**src/rtl/refdiv_pkg.sv**
```systemverilog
package refdiv_pkg;

    typedef enum logic [0:0] {
        PS_LOAD  = 1'b0,
        PS_COUNT = 1'b1
    } ps_state_t;

    // Map a select code onto a tap index; out-of-range codes pick tap 0.
    function automatic int unsigned tap_index(
        input int unsigned code,
        input int unsigned ntap,
        input bit          reverse
    );
        if (code >= ntap)
            return 0;
        else if (reverse)
            return ntap - 1 - code;
        else
            return code;
    endfunction

endpackage

```
**src/rtl/refdiv_prescale.sv**
```systemverilog
module refdiv_prescale
    import refdiv_pkg::*;
#(
    parameter int RW   = 10,
    parameter int RMIN = 4
) (
    input  logic          clk,
    input  logic          rst_n,
    input  logic [RW-1:0] div_r,
    output logic          tc,
    output logic          reload,
    output logic [RW-1:0] cnt,
    output logic [RW-1:0] r_act
);

    localparam logic [RW-1:0] R_FLOOR = RW'(RMIN);

    ps_state_t     state_q, state_d;
    logic [RW-1:0] r_clamped;
    logic          at_end;

    assign r_clamped = (div_r < R_FLOOR) ? R_FLOOR : div_r;
    assign at_end    = (cnt == r_act - RW'(1));

    // State register
    always_ff @(posedge clk or negedge rst_n) begin
        if (!rst_n)
            state_q <= PS_LOAD;
        else
            state_q <= state_d;
    end

    // Next state and strobes
    always_comb begin
        state_d = state_q;
        tc      = 1'b0;
        reload  = 1'b0;
        unique case (state_q)
            PS_LOAD: begin
                reload  = 1'b1;
                state_d = PS_COUNT;
            end
            PS_COUNT: begin
                if (at_end) begin
                    tc     = 1'b1;
                    reload = 1'b1;
                end
                state_d = PS_COUNT;
            end
        endcase
    end

    // Counter and divide-value holding register
    always_ff @(posedge clk or negedge rst_n) begin
        if (!rst_n) begin
            cnt   <= '0;
            r_act <= R_FLOOR;
        end else if (reload) begin
            cnt   <= '0;
            r_act <= r_clamped;
        end else begin
            cnt   <= cnt + RW'(1);
        end
    end

endmodule

```
**src/rtl/refdiv_binchain.sv**
```systemverilog
module refdiv_binchain #(
    parameter int NSTAGE = 4
) (
    input  logic            clk,
    input  logic            rst_n,
    input  logic            tc,
    output logic [NSTAGE:0] taps
);

    logic [NSTAGE-1:0] tgl;

    assign taps[0] = tc;

    for (genvar k = 0; k < NSTAGE; k++) begin : g_stage
        always_ff @(posedge clk or negedge rst_n) begin
            if (!rst_n)
                tgl[k] <= 1'b0;
            else if (taps[k])
                tgl[k] <= ~tgl[k];
        end
        assign taps[k+1] = taps[k] & tgl[k];
    end

endmodule

```
**src/rtl/refdiv_tapsel.sv**
```systemverilog
module refdiv_tapsel
    import refdiv_pkg::*;
#(
    parameter int NTAP    = 5,
    parameter int SELW    = 3,
    parameter bit REVERSE = 1'b0
) (
    input  logic            clk,
    input  logic            rst_n,
    input  logic [NTAP-1:0] taps,
    input  logic [SELW-1:0] sel,
    output logic            pulse
);

    localparam int IW = $clog2(NTAP);

    logic [IW-1:0] idx;

    always_comb begin
        idx = IW'(tap_index(int'(sel), NTAP, REVERSE));
    end

    always_ff @(posedge clk or negedge rst_n) begin
        if (!rst_n)
            pulse <= 1'b0;
        else
            pulse <= taps[idx];
    end

endmodule

```
**src/rtl/refdiv_taps.sv**
```systemverilog
module refdiv_taps #(
    parameter int RW     = 10,
    parameter int RMIN   = 4,
    parameter int NSTAGE = 4,
    parameter int SELW   = 3
) (
    input  logic            clk,
    input  logic            rst_n,
    input  logic [RW-1:0]   div_r,
    input  logic [SELW-1:0] sel_main,
    input  logic [SELW-1:0] sel_aux,
    output logic            main_pulse,
    output logic            aux_pulse
);

    localparam int NTAP = NSTAGE + 1;

    logic            tc;
    logic            reload;
    logic [RW-1:0]   cnt;
    logic [RW-1:0]   r_act;
    logic [NTAP-1:0] taps;

    refdiv_prescale #(.RW(RW), .RMIN(RMIN)) u_pre (
        .clk    (clk),
        .rst_n  (rst_n),
        .div_r  (div_r),
        .tc     (tc),
        .reload (reload),
        .cnt    (cnt),
        .r_act  (r_act)
    );

    refdiv_binchain #(.NSTAGE(NSTAGE)) u_chain (
        .clk   (clk),
        .rst_n (rst_n),
        .tc    (tc),
        .taps  (taps)
    );

    refdiv_tapsel #(.NTAP(NTAP), .SELW(SELW), .REVERSE(1'b0)) u_sel_main (
        .clk   (clk),
        .rst_n (rst_n),
        .taps  (taps),
        .sel   (sel_main),
        .pulse (main_pulse)
    );

    refdiv_tapsel #(.NTAP(NTAP), .SELW(SELW), .REVERSE(1'b1)) u_sel_aux (
        .clk   (clk),
        .rst_n (rst_n),
        .taps  (taps),
        .sel   (sel_aux),
        .pulse (aux_pulse)
    );

endmodule

```
**config.mk**
```make
export PLATFORM = sky130hd
export DESIGN_NAME = refdiv_taps
export DESIGN_NICKNAME = d
export VERILOG_FILES = /design/src/rtl/refdiv_pkg.sv /design/src/rtl/refdiv_prescale.sv /design/src/rtl/refdiv_binchain.sv /design/src/rtl/refdiv_tapsel.sv /design/src/rtl/refdiv_taps.sv
export SDC_FILE = /design/constraint.sdc
export NUM_CORES = 1
export LEC_CHECK = 0
export ABC_AREA = 0
export BUFFER_PORTS_ARGS = -buffer_cell sky130_fd_sc_hd__buf_2
export CORE_AREA = 5 5 77 79
export CTS_BUF_LIST = sky130_fd_sc_hd__clkbuf_8
export CTS_CLUSTER_SIZE = 12
export DETAILED_ROUTE_END_ITERATION = 8
export DIE_AREA = 0 0 82 84
export GPL_TIMING_DRIVEN = 1
export PLACE_DENSITY = 0.54
export SLEW_MARGIN = 0
export SYNTH_ARGS = -nofsm -noshare
export SYNTH_HDL_FRONTEND = slang
export SYNTH_SLANG_ARGS = --single-unit
```
**constraint.sdc**
```tcl
create_clock -name clk -period 3.33 [get_ports clk]
set_clock_uncertainty 0.1 [all_clocks]
set_input_delay 0.4995 -clock clk [delete_from_list [all_inputs] [get_ports clk]]
set_output_delay 0.4995 -clock clk [all_outputs]
set_load 0.005 [all_outputs]
```
Word level (Yosys, flattened, before mapping) --
Index checks and enable logic that the tools add are counted.
Operators by class: $add $sub $neg 3, $lt $le $gt $ge 5, eq/ne operators 1, multiplexer cells 11, bitwise operators 9
Operators with widths (count):
- $mux W10 | 2
- $add A10 B1 Y10 const B | 1
- $eq A10 B10 Y1 | 1
- $lt A10 B3 Y1 const B | 1
- $sub A10 B1 Y10 const B | 1
- $lt A3 B4 Y1 const B | 2
- $bmux W1 S3 | 2
- $ge A3 B3 Y1 const B | 2
- $mux W3 | 2
- $not A1 Y1 | 5
- $and A1 B1 Y1 | 4
- $mux W1 | 4
- $sub A3 B3 Y3 const A | 1
- $pmux W1 S2 | 1
Storage, ports and cells: register bits after elaboration 27, bits of input ports 18, output and inout port bits 2

Longest topological paths before layout --
word-level depth 10, gate-level depth with buffers 9, mapped depth without buffers 8

Modules after synthesis --
A second synthesis with hierarchy kept.
Second synthesis, totals: cell total of the unflattened synthesis 164, area total of the unflattened synthesis 1689.1 sq um
By module, submodules not included:
- refdiv_prescale | instances 1, cells an instance 124, area each 1272.5 sq um
- refdiv_binchain | instances 1, cells an instance 14, area each 177.7 sq um
- refdiv_tapsel (u_sel_aux) | instances 1, cells an instance 19, area each 165.2 sq um
- refdiv_tapsel (u_sel_main) | instances 1, cells an instance 7, area each 73.8 sq um

Worst setup path after synthesis --
Ideal clock, no wire load.
path kind register to register, start reg u_pre.r_act[0], end reg u_pre.r_act[3], setup time 0.125 ns, arrival 2.468 ns, data required time 3.105 ns, path slack 0.636 ns, stages on the path, launching flop included 10, clock period less this slack 2.694 ns, cells stage by stage dfrtp_1 inv_1 ha_1 nor3b_2 mux2_2 a22oi_1 a211oi_1 a31oi_2 buf_6 mux2_4
On the way: longest elaborated chain between the ends 4
RTL lines:
- from (decl) | RTL line refdiv_prescale.sv:13 | output logic [RW-1:0] r_act
- from (signal assigned) | RTL line refdiv_prescale.sv:60 | r_act <= r_clamped;
- $sub A10 B1 Y10 | RTL line refdiv_prescale.sv:23 | assign at_end = (cnt == r_act - RW'(1));
- $eq A10 B10 Y1 | RTL line refdiv_prescale.sv:23
- $mux W1 | RTL line refdiv_prescale.sv:44 | if (at_end) begin
- $pmux W1 S2 | RTL line refdiv_prescale.sv:38 | unique case (state_q)
No other way between the ends. A chain may end at the register's enable or synchronous reset.

Worst setup path after layout --
start reg u_pre.r_act[0], end reg u_pre.r_act[6]
The elaborated chain is that of the path after synthesis.

==> impl_metrics.csv <==
group,metric,value,unit
clock_network,cts_resized,0,
final_layout,stdcell_count,264,
global_route,overflow,0,
drt,drt_wl_total,3405,um
pwr,p_leak,0.8343,nW
synthesis,syn_inst,173,
critical_path,critPathMaxFanout,20,
synthesis,synth.avg_cell_area,9.981,sq um
clock_network,clockBufferDepth,2,
timing,grt_setup_unrepaired,"no",
synthesis,yosys-top-cells-count,"dfrtp_1, xnor2_1, nor2_1",
synthesis,syn_nets,195,
critical_path,reg2reg_depth,9,
synthesis,synth_edf_count,0,
timing,post-route-period-util,91.64,%
drt,drc,0,
synthesis,synth-seq-cells,27,
critical_path,critPathArrivalTime,3.11,ns
critical_path,rrSetupSlack,0.28,ns
floorplanning,coreArea,5270,sq um
clock_network,cts_made_buffers,3,
timing,worst_slew_pin_slew,0.6037,ns
timing,timing.final.crit_period,3.052,ns
clock_network,cts_sinks,27,
floorplanning,die-area,6888,sq um
pwr,irDropWorstVdd,0.2135,mV
final_layout,n_fill_cell,554,
clock_network,insertion_delay,0.27,ns
drt,first_iter_violations,83,
placement,detailed_place_hpwl,2508,um
timing,slew_headroom,59.76,%
placement,gp_congestion,0.7668,
global_route,grt_max_degree,28,
final_layout,syn2layout_area_growth,12.10,%
global_route,antenna_found_initial,0,
clock_network,cts_tree,"built",
clock_network,post-cts-setup-buffers,0,
placement,io_buffer_count,19,
synthesis,synth_cell_types,46,
clock_network,clockRootBuffer,"clkbuf_8",
job,drv.max_cap_violation_count,0,
synthesis,synth-main-ff-cell,"dfrtp_1",
floorplanning,row_count,27,
final_layout,diodes,0,
floorplanning,ios,20,
pwr,powerDensity,348.9,nW/um^2
timing,maxClockFrequency,0.3277,GHz
synthesis,yosys.area.top_type,"dfrtp_1",
synthesis,synth_top_area_share,37.68,%
synthesis,synth_seq_area_share,39.20,%
worst_hold_path,worst_hold_path_type,"in2async",
clock_network,htreeDepth,1,
floorplanning,dieWidth,82,um
timing,slew_violations,0,
drt,post_drt_wl_per_cell,12.90,um
global_route,grt_pass1_vias,1264,
timing,finalSetupTns,0,ns
final_layout,drive_gt1_share,20.83,%
synthesis,synthArstFlopShare,100.0,%
clock_network,clk_pin_slew,0.09,ns
synthesis,synth_area,1727,sq um
floorplanning,initial_utilization,32.76,%
drt,vias,1291,
timing,finalSetupViolCount,0,
critical_path,critPathKind,"reg2reg",
timing,hold_ws,0.1275,ns
floorplanning,die_h,84,um
drt,via_per_inst,4.890,
synthesis,yosys_warnings,0,
final_layout,fin_nets,215,
critical_path,endpoint_kind,"flop",
synthesis,yosysMostFrequentCell,"dfrtp_1",
global_route,grt_usage,10.84,%
timing,hold_violations,0,
critical_path,cp.required,3.39,ns
global_route,grt_pass1_wl,5892,um
drt,final_antenna_net_count,0,
clock_network,ctsHoldBuffers,0,
critical_path,start_kind,"flop",
drt,first_pass_iters,4,
synthesis,synthTopCellsByArea,"dfrtp_1, xnor2_1, mux2_4, xor2_1, and2_1",
run_status,status,"complete, no violations",
placement,post-place-cells,260,
## flip-flops by register name (all words and copies together) (netlist names)
name	cells
u_chain.tgl	4
u_sel_main.pulse	1
u_pre.r_act	10
u_sel_aux.pulse	1
u_pre.state_q	1
u_pre.cnt	10
## critical path, stage by stage (launching register included)
cell	delay [ns]
dfrtp_1	0.43
inv_1	0.09
ha_1	0.19
nor3b_2	0.39
mux2_2	0.38
a22oi_1	0.36
a211oi_1	0.18
a31oi_2	0.21
buf_4	0.29
mux2_4	0.33
## routing by layer
layer  vias to the layer above  track usage (%)  share of wire [%]
met5                         -                0                  0
met3                         4            2.592                3.9
met1                       604            15.49                 50
met2                        27            16.02                 45
met4                         0            3.172                1.1
li1                        656                -                  -
## power breakdown
| group | switching [mW] | total [mW] | internal (mW) |
|---|---|---|---|
| Combinational | 0.0582 | 0.122 | 0.0633 |
| Clock | 0.0982 | 0.181 | 0.0826 |
| Sequential | 0.0273 | 0.373 | 0.346 |
| Total | 0.184 | 0.675 | 0.492 |
## through the flow
step | power [mW] | setup WS, ns | utilization, % | cell area, sq um
2_1_floorplan | 0.4635 | 0.6365 | - | 1727
3_3_place_gp | 0.5006 | 0.3832 | 35.87 | 1891
3_5_place_dp | 0.5016 | 0.2995 | 35.87 | 1891
4_1_cts | 0.6922 | 0.2737 | 36.73 | 1936
5_1_grt | 0.7196 | 0.08508 | 36.73 | 1936
6_report | 0.6753 | 0.2784 | 36.73 | 1936
## kinds of logic after synthesis
group           after synthesis  share of synthesized area (%)
flops                        27                          39.20
fa+ha+maj                     4                          2.899
mux                          11                          8.768
buf+inv                      12                          3.188
simple gates                 63                          20.65
other cells                   1                         0.2172
compound gates               28                          11.38
xor+xnor                     27                          13.70
## cell usage in the layout, fill, tap and decap left out, types with 6 or more instances in the layout
cell type / Yosys / layout
dfrtp_1: 26 / 26
xnor2_1: 19 / 19
buf_2: 1 / 19
nor2_1: 11 / 11
and2_1: 9 / 9
inv_1: 7 / 8
xor2_1: 8 / 8
o21ai_0: 8 / 8
mux2_4: 8 / 8
nand2_1: 7 / 7
nor4_1: 6 / 6
nand3_1: 6 / 6
## worst paths after layout
check | start | end
setup / recovery | u_pre.r_act[0] | u_pre.r_act[6]
hold / removal | rst_n | u_pre.cnt[8]
setup reg to reg | u_pre.r_act[0] | u_pre.r_act[6]
hold reg to reg | u_chain.tgl[3] | u_chain.tgl[3]
max in group asynchronous | rst_n | u_chain.tgl[1]
min in group clk | sel_main[2] | u_sel_main.pulse
## area by class of cell
class | count | area [sq um] | area share (%)
tap | 72 | 90.09 | 4.654
timing repair buffer | 20 | 102.6 | 5.301
clock buffer | 3 | 41.29 | 2.133
multi-input combinational | 134 | 994.7 | 51.39
clock inverter | 1 | 3.754 | 0.1939
inverter | 7 | 26.28 | 1.357
sequential | 27 | 676.9 | 34.97
No activity file was read; power rests on OpenSTA's default activity.
